$ cat config.mk
export PLATFORM = sky130hd
export DESIGN_NAME = pit3_timer
export DESIGN_NICKNAME = d
export VERILOG_FILES = /design/src/rtl/pit_pkg.sv /design/src/rtl/pit_bus_dec.sv /design/src/rtl/pit_chan.sv /design/src/rtl/pit3_timer.sv
export SDC_FILE = /design/constraint.sdc
export NUM_CORES = 1
export LEC_CHECK = 0
export ABC_AREA = 1
export BUFFER_PORTS_ARGS = -buffer_cell sky130_fd_sc_hd__buf_2
export CORE_MARGIN = 4
export CORE_UTILIZATION = 48
export CTS_CLUSTER_SIZE = 30
export DETAILED_ROUTE_END_ITERATION = 8
export GPL_TIMING_DRIVEN = 1
export HOLD_SLACK_MARGIN = 0.08
export PLACE_DENSITY_LB_ADDON = 0.2
export SLEW_MARGIN = 25
export SYNTH_ARGS = -nofsm -noshare
export SYNTH_HDL_FRONTEND = slang
export SYNTH_SLANG_ARGS = --single-unit
$ cat constraint.sdc
create_clock -name clk -period 8.3 [get_ports clk]
set_clock_uncertainty 0.15 [all_clocks]
set_input_delay 0 -clock clk [delete_from_list [all_inputs] [get_ports clk]]
set_output_delay 0 -clock clk [all_outputs]
set_load 0.02 [all_outputs]
$ cat src/rtl/pit_pkg.sv
package pit_pkg;
    localparam int BYTE_W  = 8;
    localparam int CNT_W   = 2 * BYTE_W;
    localparam int DIGITS  = CNT_W / 4;

    typedef enum logic [1:0] {
        ACC_LATCH = 2'b00,
        ACC_MSB   = 2'b01,
        ACC_LSB   = 2'b10,
        ACC_BOTH  = 2'b11
    } access_e;

    typedef struct packed {
        logic [1:0] sel;
        access_e    acc;
        logic [2:0] mode;
        logic       bcd;
    } ctl_word_t;

    // one step down, digit-wise in decimal when bcd is set
    function automatic logic [CNT_W-1:0] count_dec(input logic [CNT_W-1:0] v, input logic bcd);
        logic [CNT_W-1:0] r;
        logic borrow;
        if (!bcd) return v - CNT_W'(1);
        r = v;
        borrow = 1'b1;
        for (int i = 0; i < DIGITS; i++) begin
            if (borrow) begin
                if (v[i*4 +: 4] == 4'd0) r[i*4 +: 4] = 4'd9;
                else begin
                    r[i*4 +: 4] = v[i*4 +: 4] - 4'd1;
                    borrow = 1'b0;
                end
            end
        end
        return r;
    endfunction

    // numeric length of a count, zero meaning the full range
    function automatic logic [CNT_W:0] count_val(input logic [CNT_W-1:0] v, input logic bcd);
        logic [CNT_W:0] acc;
        logic [CNT_W:0] full;
        if (!bcd) begin
            if (v == '0) return (CNT_W+1)'(1) << CNT_W;
            return {1'b0, v};
        end
        full = (CNT_W+1)'(1);
        acc  = '0;
        for (int i = DIGITS - 1; i >= 0; i--) begin
            acc  = acc * (CNT_W+1)'(10) + (CNT_W+1)'(v[i*4 +: 4]);
            full = full * (CNT_W+1)'(10);
        end
        if (v == '0) return full;
        return acc;
    endfunction
endpackage

$ cat src/rtl/pit_bus_dec.sv
module pit_bus_dec
    import pit_pkg::*;
#(
    parameter int NUM_CH = 3,
    parameter int ADDR_W = 2
) (
    input  logic                 clk,
    input  logic                 rst,
    input  logic                 wr_en_i,
    input  logic                 rd_en_i,
    input  logic [ADDR_W-1:0]    addr_i,
    input  logic [BYTE_W-1:0]    wdata_i,
    output logic [NUM_CH-1:0]    ctl_wr_o,
    output logic [NUM_CH-1:0]    latch_o,
    output logic [NUM_CH-1:0]    data_wr_o,
    output logic [NUM_CH-1:0]    data_rd_o,
    output access_e              ctl_acc_o,
    output logic                 ctl_sqw_o,
    output logic                 ctl_bcd_o
);
    localparam logic [ADDR_W-1:0] CTL_ADDR = ADDR_W'(NUM_CH);

    ctl_word_t cw;
    logic      cw_hit;

    assign cw        = ctl_word_t'(wdata_i);
    assign cw_hit    = wr_en_i && (addr_i == CTL_ADDR);
    assign ctl_acc_o = cw.acc;
    assign ctl_sqw_o = (cw.mode == 3'b011);
    assign ctl_bcd_o = cw.bcd;

    for (genvar g = 0; g < NUM_CH; g++) begin : g_sel
        assign ctl_wr_o[g]  = cw_hit && (cw.sel == 2'(g)) && (cw.acc != ACC_LATCH);
        assign latch_o[g]   = cw_hit && (cw.sel == 2'(g)) && (cw.acc == ACC_LATCH);
        assign data_wr_o[g] = wr_en_i && (addr_i == ADDR_W'(g));
        assign data_rd_o[g] = rd_en_i && (addr_i == ADDR_W'(g));
    end

    // one control word reaches at most one channel
    a_r1_single_target: assert property (@(posedge clk) disable iff (rst)
        $onehot0({ctl_wr_o, latch_o}));
endmodule

$ cat src/rtl/pit_chan.sv
module pit_chan
    import pit_pkg::*;
(
    input  logic              clk,
    input  logic              rst,
    input  logic              ctl_wr_i,
    input  access_e           ctl_acc_i,
    input  logic              ctl_sqw_i,
    input  logic              ctl_bcd_i,
    input  logic              latch_i,
    input  logic              data_wr_i,
    input  logic              data_rd_i,
    input  logic [BYTE_W-1:0] wdata_i,
    input  logic              tick_i,
    output logic [BYTE_W-1:0] rdata_o,
    output logic              tout_o
);
    access_e            acc_q;
    logic               bcd_q, sqw_q;
    logic [CNT_W-1:0]   cnt_q, n_act_q, n_new_q, latch_q;
    logic [BYTE_W-1:0]  lsb_q;
    logic               wr_hi_q, rd_hi_q, latched_q, run_q, pend_q, strobe_q;
    logic [CNT_W-1:0]   ld_val, rd_src;

    always_comb begin
        case (acc_q)
            ACC_MSB: ld_val = {wdata_i, {BYTE_W{1'b0}}};
            ACC_LSB: ld_val = {{BYTE_W{1'b0}}, wdata_i};
            default: ld_val = {wdata_i, lsb_q};
        endcase
    end

    always_ff @(posedge clk) begin
        if (rst) begin
            acc_q <= ACC_BOTH; bcd_q <= 1'b0; sqw_q <= 1'b0;
            cnt_q <= '0; n_act_q <= '0; n_new_q <= '0; latch_q <= '0; lsb_q <= '0;
            wr_hi_q <= 1'b0; rd_hi_q <= 1'b0; latched_q <= 1'b0;
            run_q <= 1'b0; pend_q <= 1'b0; strobe_q <= 1'b0;
        end else if (ctl_wr_i) begin
            acc_q <= ctl_acc_i; bcd_q <= ctl_bcd_i; sqw_q <= ctl_sqw_i;
            wr_hi_q <= 1'b0; rd_hi_q <= 1'b0; latched_q <= 1'b0;
            run_q <= 1'b0; pend_q <= 1'b0; strobe_q <= 1'b0;
        end else begin
            if (latch_i && !latched_q) begin
                latched_q <= 1'b1;
                latch_q   <= cnt_q;
            end
            if (data_rd_i) begin
                if (acc_q == ACC_BOTH) rd_hi_q <= !rd_hi_q;
                if (latched_q && (acc_q != ACC_BOTH || rd_hi_q)) latched_q <= 1'b0;
            end
            if (tick_i && strobe_q) strobe_q <= 1'b0;
            if (tick_i && run_q) begin
                if (cnt_q == CNT_W'(1)) begin
                    if (sqw_q) begin
                        cnt_q   <= pend_q ? n_new_q : n_act_q;
                        n_act_q <= pend_q ? n_new_q : n_act_q;
                        pend_q  <= 1'b0;
                    end else begin
                        cnt_q    <= '0;
                        run_q    <= 1'b0;
                        strobe_q <= 1'b1;
                    end
                end else begin
                    cnt_q <= count_dec(cnt_q, bcd_q);
                end
            end
            if (data_wr_i) begin
                if (acc_q == ACC_BOTH && !wr_hi_q) begin
                    lsb_q   <= wdata_i;
                    wr_hi_q <= 1'b1;
                    if (!sqw_q) begin
                        run_q    <= 1'b0;
                        strobe_q <= 1'b0;
                    end
                end else begin
                    wr_hi_q <= 1'b0;
                    if (sqw_q && run_q) begin
                        n_new_q <= ld_val;
                        pend_q  <= 1'b1;
                    end else begin
                        cnt_q    <= ld_val;
                        n_act_q  <= ld_val;
                        run_q    <= 1'b1;
                        pend_q   <= 1'b0;
                        strobe_q <= 1'b0;
                    end
                end
            end
        end
    end

    assign rd_src = latched_q ? latch_q : cnt_q;

    always_comb begin
        case (acc_q)
            ACC_MSB: rdata_o = rd_src[CNT_W-1:BYTE_W];
            ACC_LSB: rdata_o = rd_src[BYTE_W-1:0];
            default: rdata_o = rd_hi_q ? rd_src[CNT_W-1:BYTE_W] : rd_src[BYTE_W-1:0];
        endcase
    end

    assign tout_o = sqw_q ? (!run_q || (count_val(cnt_q, bcd_q) > (count_val(n_act_q, bcd_q) >> 1)))
                          : !strobe_q;

    // a strobe pulse only begins on a tick
    a_r7_strobe_on_tick: assert property (@(posedge clk) disable iff (rst)
        (!sqw_q && $fell(tout_o)) |-> $past(tick_i));
    // with no tick and no bus write the square wave holds its level
    a_r5_wave_needs_tick: assert property (@(posedge clk) disable iff (rst)
        (sqw_q && !tick_i && !data_wr_i && !ctl_wr_i) |=> $stable(tout_o));
    // a control word leaves the channel idle with its pointers cleared
    a_r10_ctl_idles: assert property (@(posedge clk) disable iff (rst)
        ctl_wr_i |=> (tout_o && !run_q && !wr_hi_q && !rd_hi_q && !latched_q));
    // the first of two bytes halts a strobe-mode count
    a_r8_first_byte_halts: assert property (@(posedge clk) disable iff (rst)
        (data_wr_i && !ctl_wr_i && !sqw_q && acc_q == ACC_BOTH && !wr_hi_q) |=> (!run_q && tout_o));
    // a held latch value does not move until read out
    a_r9_latch_frozen: assert property (@(posedge clk) disable iff (rst)
        (latched_q && !ctl_wr_i) |=> $stable(latch_q));
endmodule

$ cat src/rtl/pit3_timer.sv
module pit3_timer
    import pit_pkg::*;
#(
    parameter int NUM_CH = 3,
    parameter int ADDR_W = 2
) (
    input  logic              clk,
    input  logic              rst,
    input  logic              bus_wr,
    input  logic              bus_rd,
    input  logic [ADDR_W-1:0] bus_addr,
    input  logic [BYTE_W-1:0] bus_wdata,
    output logic [BYTE_W-1:0] bus_rdata,
    input  logic [NUM_CH-1:0] ch_tick,
    output logic [NUM_CH-1:0] ch_out
);
    logic [NUM_CH-1:0] ctl_wr, latch, data_wr, data_rd;
    access_e           ctl_acc;
    logic              ctl_sqw, ctl_bcd;
    logic [BYTE_W-1:0] ch_rdata [NUM_CH];

    pit_bus_dec #(.NUM_CH(NUM_CH), .ADDR_W(ADDR_W)) u_dec (
        .clk(clk), .rst(rst),
        .wr_en_i(bus_wr), .rd_en_i(bus_rd), .addr_i(bus_addr), .wdata_i(bus_wdata),
        .ctl_wr_o(ctl_wr), .latch_o(latch), .data_wr_o(data_wr), .data_rd_o(data_rd),
        .ctl_acc_o(ctl_acc), .ctl_sqw_o(ctl_sqw), .ctl_bcd_o(ctl_bcd)
    );

    for (genvar g = 0; g < NUM_CH; g++) begin : g_ch
        pit_chan u_ch (
            .clk(clk), .rst(rst),
            .ctl_wr_i(ctl_wr[g]), .ctl_acc_i(ctl_acc), .ctl_sqw_i(ctl_sqw), .ctl_bcd_i(ctl_bcd),
            .latch_i(latch[g]), .data_wr_i(data_wr[g]), .data_rd_i(data_rd[g]),
            .wdata_i(bus_wdata), .tick_i(ch_tick[g]),
            .rdata_o(ch_rdata[g]), .tout_o(ch_out[g])
        );
    end

    always_comb begin
        bus_rdata = '0;
        for (int i = 0; i < NUM_CH; i++)
            if (bus_addr == ADDR_W'(i)) bus_rdata = ch_rdata[i];
    end
endmodule

-- Yosys cells after proc, flatten, opt, wreduce, memory -nomap -nowiden
Index checks and enable logic that the tools add are counted.
- bitwise gates (word level): 6
- equality and inequality tests: 21
- reduce and logical (&&, ||, !) cells: 92
- $add $sub $neg: 33
- multipliers: 18
- mux-type cells: 288
- magnitude comparators: 3
- operators with widths (operator ; count):
    two-way mux 16 bit ; 48
    two-way mux 17 bit ; 36
    adder 17 x 4 -> 17 bit ; 18
    multiplier 17 x 3 -> 16 bit, second input constant ; 12
    two-way mux 1 bit ; 171
    zero test 16 bit ; 6
    one-hot mux 16 bit (2 select lines) ; 3
    two-way mux 4 bit ; 21
    > comparator 17 x 16 -> 1 bit ; 3
    equality test 16 x 1 -> 1 bit, second input constant ; 3
    zero test 4 bit ; 12
    two-way mux 8 bit ; 6
    one-hot mux 8 bit (2 select lines) ; 3
    subtractor 16 x 1 -> 16 bit, second input constant ; 3
    subtractor 4 x 1 -> 4 bit, second input constant ; 12
    multiplier 4 x 3 -> 7 bit, second input constant ; 6
    logical AND 1 bit ; 34
    equality test 2 bit, second input constant ; 9
    zero test 1 bit ; 15
    AND reduction 2 bit ; 6
    AND reduction 4 bit ; 3
    equality test 2 x 1 -> 1 bit, second input constant ; 5
    AND reduction 3 bit ; 3
    zero test 2 bit ; 3
    6 further kinds ; 20
- input port bits: 17
- word-level logic and storage cells: 503
- flip-flop bits (word level): 246

-- Longest topological paths before layout
- word-level depth: 30
- gate-level depth with buffers: 45

-- Hierarchy
A second synthesis with hierarchy kept.
- cell total of the unflattened synthesis: 4745
- area, all modules: 29689.7 µm²
- by module, submodules not included (module ; cells an instance ; area each (µm²) ; instances):
    pit_chan at g_ch[1].u_ch ; 1577 ; 9859.5 ; 1
    pit_chan at g_ch[2].u_ch ; 1559 ; 9783.1 ; 1
    pit_chan at g_ch[0].u_ch ; 1539 ; 9714.3 ; 1
    pit3_timer ; 37 ; 187.7 ; 1
    pit_bus_dec ; 33 ; 145.1 ; 1

-- Least setup slack after synthesis
OpenSTA, ideal clock, no wires.
- kind: reg-to-output
- start: register g_ch[1].u_ch.cnt_q[13]
- end: output port ch_out[1]
- cell stages (with the launch flop): 42
- data arrival time: 6.043 ns
- slack: 2.107 ns
- buffers on the path: 1
- required time: 8.150 ns
- cell sequence: dfxtp_1 ha_1 ha_1 inv_1 fa_1 xor2_1 inv_1 ha_1 ha_1 nand2_1 nand2_1 a31oi_1 xor2_1 inv_1 nor2_1 or2_2 nand2_1 inv_1 [6 not listed] xor2_1 nand3_1 nor2_2 inv_1 a21oi_1 a21oi_1 ha_1 nand2_1 nor2_1 a211oi_1 nand2_1 nand2_1 nand2_1 nand2_1 nand2_1 a21oi_1 a21oi_1 buf_4
- cells in the longest elaborated chain, start to end: 11
- elaborated cells between the ends (all ways): 18
- classes of those cells: add/sub (3); mul (3); order compare (1); mux (9); reduce/logical (2)
- ends and longest elaborated chain (what ; RTL line ; text):
    start, declared ; pit_chan.sv:20 ; logic [CNT_W-1:0] cnt_q, n_act_q, n_new_q, latch_q;
    start signal, assigned ; pit_chan.sv:56 ; cnt_q <= pend_q ? n_new_q : n_act_q;
    start signal, assigned ; pit_chan.sv:65 ; cnt_q <= count_dec(cnt_q, bcd_q);
    start signal, assigned ; pit_chan.sv:82 ; cnt_q <= ld_val;
    multiplier 4 x 3 -> 7 bit / zero test 16 bit (equally long branches) ; pit_pkg.sv:50, pit_pkg.sv:44, pit_pkg.sv:53 ;
    adder 17 x 4 -> 17 bit / two-way mux 1 bit (equally long branches) ; pit_pkg.sv:50, pit_pkg.sv:44, pit_pkg.sv:53 ;
    multiplier 17 x 3 -> 16 bit / two-way mux 1 bit (equally long branches) ; pit_pkg.sv:50, pit_pkg.sv:43 ;
    adder 17 x 4 -> 17 bit / two-way mux 17 bit (equally long branches) ; pit_pkg.sv:50, pit_pkg.sv:45 ;
    multiplier 17 x 3 -> 16 bit / two-way mux 17 bit (equally long branches) ; pit_pkg.sv:50, pit_pkg.sv:43 ;
    adder 17 x 4 -> 17 bit / two-way mux 17 bit (equally long branches) ; pit_pkg.sv:50, pit_pkg.sv:53 ;
    two-way mux 17 bit ; pit_pkg.sv:54 ; return acc;
    two-way mux 17 bit (*) ; pit_pkg.sv:47 ; full = (CNT_W+1)'(1);
    > comparator 17 x 16 -> 1 bit (*) ; pit_chan.sv:103 ; assign tout_o = sqw_q ? (!run_q || (count_val(cnt_q, bcd_q) > (count_val(n_act_q, bcd_q) >> 1)))
    logical OR 1 bit (*) ; pit_chan.sv:103 ;
    two-way mux 1 bit (*) ; pit_chan.sv:103 ;
    end, declared ; pit3_timer.sv:15 ; output logic [NUM_CH-1:0] ch_out
Every way passes the cells marked *; elsewhere a longest branch is shown, timed or not. The select of a mux whose other input is x is not followed.

-- Worst setup path after layout
- start: register g_ch[1].u_ch.n_act_q[15]
- end: output port ch_out[1]
- cells in the longest elaborated chain, start to end: 11
- elaborated cells between the ends (all ways): 18
- classes of those cells: add/sub (3); mul (3); order compare (1); mux (9); reduce/logical (2)
- ends and longest elaborated chain (what ; RTL line ; text):
    start, declared ; pit_chan.sv:20 ;
    start signal, assigned ; pit_chan.sv:57 ; n_act_q <= pend_q ? n_new_q : n_act_q;
    start signal, assigned ; pit_chan.sv:83 ; n_act_q <= ld_val;
    multiplier 4 x 3 -> 7 bit / zero test 16 bit (equally long branches) ; pit_pkg.sv:50, pit_pkg.sv:44, pit_pkg.sv:53 ;
    adder 17 x 4 -> 17 bit / two-way mux 1 bit (equally long branches) ; pit_pkg.sv:50, pit_pkg.sv:44, pit_pkg.sv:53 ;
    multiplier 17 x 3 -> 16 bit / two-way mux 1 bit (equally long branches) ; pit_pkg.sv:50, pit_pkg.sv:43 ;
    adder 17 x 4 -> 17 bit / two-way mux 17 bit (equally long branches) ; pit_pkg.sv:50, pit_pkg.sv:45 ;
    multiplier 17 x 3 -> 16 bit / two-way mux 17 bit (equally long branches) ; pit_pkg.sv:50, pit_pkg.sv:43 ;
    adder 17 x 4 -> 17 bit / two-way mux 17 bit (equally long branches) ; pit_pkg.sv:50, pit_pkg.sv:53 ;
    two-way mux 17 bit ; pit_pkg.sv:54 ;
    two-way mux 17 bit (*) ; pit_pkg.sv:47 ;
    > comparator 17 x 16 -> 1 bit (*) ; pit_chan.sv:103 ;
    logical OR 1 bit (*) ; pit_chan.sv:103 ;
    two-way mux 1 bit (*) ; pit_chan.sv:103 ;
Marks and branches as above.

==> metrics.md <==
| Metric | Value |
|---|---|
| Final setup violation count | `0` |
| Crit-path slowest cell | `dfxtp_1` |
| Pin count of the biggest net entering global routing | `104` |
| DRC | `0` |
| Layout cells sized above 1 | `0.0659` |
| CTS H-Tree Depth | `1` |
| Post-synth top cells | `1021 x nand2_1, 550 x inv_1, 461 x o21ai_0` |
| Measured slew at the worst slew-check pin | `1000 ps` |
| Clock latency on the worst-skew pair | `550 ps` |
| Post-Syn Instances | `between 4000 and 5000` |
| 1st-pass router iterations | `6` |
| Post-Layout Inst Area | `about 30000 um2` |
| Synthesized cell area | `29200 um2` |
| TritonCTS clock tree | `yes` |
| Final nets | `4910` |
| DIE WIDTH | `~250 um` |
| Lkg Pwr | `around 15 nW` |
| Warnings from Yosys | `0` |
| Avg WL per Cell | `about 16 um` |
| Drt total wl | `roughly 84000 um` |
| P per Cell Area | `126 nW/um2` |
| Initial antenna violation count | `2` |
| Seq/Total Area, Yosys | `0.169` |
| Reg2Reg Depth | `9` |
| Via density | `between 5 and 6` |
| Root buf cell | `clkbuf_16` |
| Bufs on Longest Clock Path | `3` |
| Crit path required time | `8150 ps` |
| Core Box Area | `roughly 60000 um2` |
| Max IR drop VDD | `roughly 130 uV` |
| Pins Over Slew Limit | `0` |
| CP most frequent cell | `nand2_1` |
| Fmax | `133 MHz` |
| IO Port Bufs | `27` |
| First-pass GRT wire length | `136000 um` |
| Chip Height | `254 um` |
| Post-synth ARST share | `0` |
| Final worst-path cycle share | `0.904` |
| RSZ-0062 raised after global routing | `no` |
| CP Capture Type | `output pin` |
| Yosys reg bits | `246` |
| Clk slew on worst S/H paths | `70 ps` |
| Routability cong. | `0.941` |
| Setup CP Type | `reg -> out` |
| Post-route ant nets | `0` |
| Hold path cells | `4` |
| Fill cells | `between 6000 and 7000` |
| Clock Sinks | `246` |
| Cell Rows | `90` |
| Initial Util | `0.484` |
| Total congestion overflow | `0` |
| Cell taking the most area after synthesis | `dfxtp_1` |
| CTS Buf Count | `26` |
| Ports | `28` |
| Final hold violations | `0` |
| Most common cell in the netlist | `nand2_1` |
| Min Tclk post-route | `7500 ps` |
| Vias in the first global route | `around 27000` |
| Slowest stage delay, CP | `520 ps` |
| Number of synthesized flops with an enable pin | `0` |
| Normalized max-slew margin | `0.329` |
| Status | `finished, final reports clean` |
| Max Cap Violations | `0` |
| Setup Fix Bufs, Post-CTS | `0` |
| Area grow syn2layout | `5.97%` |
| Area contributors post-synth | `dfxtp_1 17%, ha_1 15%, nand2_1 13%` |
| Distinct cells, synth | `between 60 and 70` |
| CP max FO | `6` |
| Top FF cell, synth | `dfxtp_1` |
| Setup TNS | `0 ps` |
| Startpoint Class | `flip-flop` |
| Die area | `64800 um2` |
| Syn Area/Cell | `around 6.4 um2` |
| Critical Path AT | `7350 ps` |
| HPWL Detailed | `65000 um` |
| Hold Crit Class | `in -> reg` |
| Synth top area share | `0.169` |
| Via count | `roughly 29000` |
| Iter 0 DRT Violations | `2487` |
| GRT Total Usage | `0.251` |
| Post-DP Area | `roughly 30000 um2` |
logic make-up (layout without fill, tap and decap cells):
kind of cell | after synthesis | in the layout | synth area share
XOR/XNOR | 182 | 182 | 0.0554
other | 1 | 8 | 0.000129
flip-flops | 246 | 246 | 0.169
AO/OA/AOI/OAI | 1103 | 1103 | 0.219
adder cells (fa/ha/maj) | 390 | 390 | 0.177
buffers and inverters | 738 | 719 | 0.101
AND/OR/NAND/NOR | 1876 | 1876 | 0.279
power by group:
part	internal, mW	leakage, nW	switching, mW
Sequential	1.21	1.99	0.0490
Combinational	0.486	12.4	0.910
Clock	0.717	0.408	0.522
Total	2.41	14.8	1.48
worst paths after layout:
check,startpoint,end,slack [ps]
worst min-delay path,bus_wdata[5],g_ch[1].u_ch.acc_q[1],230
worst max-delay path,g_ch[1].u_ch.n_act_q[15],ch_out[1],800
worst min register to register,g_ch[0].u_ch.n_new_q[6],g_ch[0].u_ch.n_new_q[6],310
worst max register to register,g_ch[0].u_ch.acc_q[0],g_ch[0].u_ch.cnt_q[0],5440
layer usage:
| layer | share of wire | routed length (um) | global-route usage | vias up |
|---|---|---|---|---|
| met2 | 0.45 | 38000 | 0.420 | 815 |
| met4 | 0.033 | 2790 | 0.0809 | 2 |
| met3 | 0.056 | 4670 | 0.0215 | 151 |
| li1 | - | - | - | 15100 |
| met1 | 0.46 | 38300 | 0.343 | 13200 |
| met5 | 0.00016 | 13 | 0 | - |
state kept, by name, summed over array words and instances, names as in the netlist, 6 cells and up:
| name | cells |
|---|---|
| g_ch.u_ch.acc_q | 6 |
| g_ch.u_ch.cnt_q | 48 |
| g_ch.u_ch.latch_q | 48 |
| g_ch.u_ch.lsb_q | 24 |
| g_ch.u_ch.n_act_q | 48 |
| g_ch.u_ch.n_new_q | 48 |
per-stage QoR:
stage          utilization  hold slack [ps]  cells  setup slack, ps  power (mW)
6_report             0.513              228   5306              799        3.89
5_1_grt              0.513              227   5304             15.9        4.15
4_1_cts              0.513              204   5303              583        3.90
3_5_place_dp         0.493              193   5230             1200        2.65
3_3_place_gp         0.493              181   5230             1380        2.64
2_1_floorplan            -            -5.40   4541             2110        2.35
cells in the final DEF (no fill, tap or decap), types with 17 or more instances in the layout:
cell type      count
inv_1            549
xor2_1           105
inv_2             48
nor3_1            29
a31oi_1           17
dlygate4sd3_1     26
nand3_1          209
nor2_2            30
nand3b_1          23
nor2_4            17
o211ai_1          35
dfxtp_1          243
clkbuf_16         27
fa_1              36
a21oi_1          348
ha_1             354
o22ai_1           60
o21ai_0          461
nor2_1           419
nand4_1           66
buf_2             26
a211oi_2          28
xnor2_1           74
o21ai_1           35
nand2_1         1021
repair_timing:
item,in CTS,in global routing
gates resized for setup,0,3
endpoints found under the hold margin,118,0
hold buffers,26,0
setup endpoints to repair,0,1
worst max-delay path, delay by kind of cell, from the launching register on:
family	cells	cell delay, ps
buffers and inverters	4	430
flip-flops	1	520
AO/OA/AOI/OAI	7	930
adder cells (fa/ha/maj)	8	2530
XOR/XNOR	4	1050
AND/OR/NAND/NOR	16	1320
area by class of cell:
cell class | count | area [um2] | share of cell area
inverter | 608 | 2290 | 0.0742
antenna | 2 | 5.00 | 0.000162
timing repair buffer | 64 | 484 | 0.0157
clock buffer | 35 | 736 | 0.0238
clock inverter | 12 | 155 | 0.00502
tap | 782 | 978 | 0.0317
sequential | 246 | 4930 | 0.159
multi-input combinational | 3557 | 21300 | 0.690
Note: power is estimated with default switching activity, not from simulation.
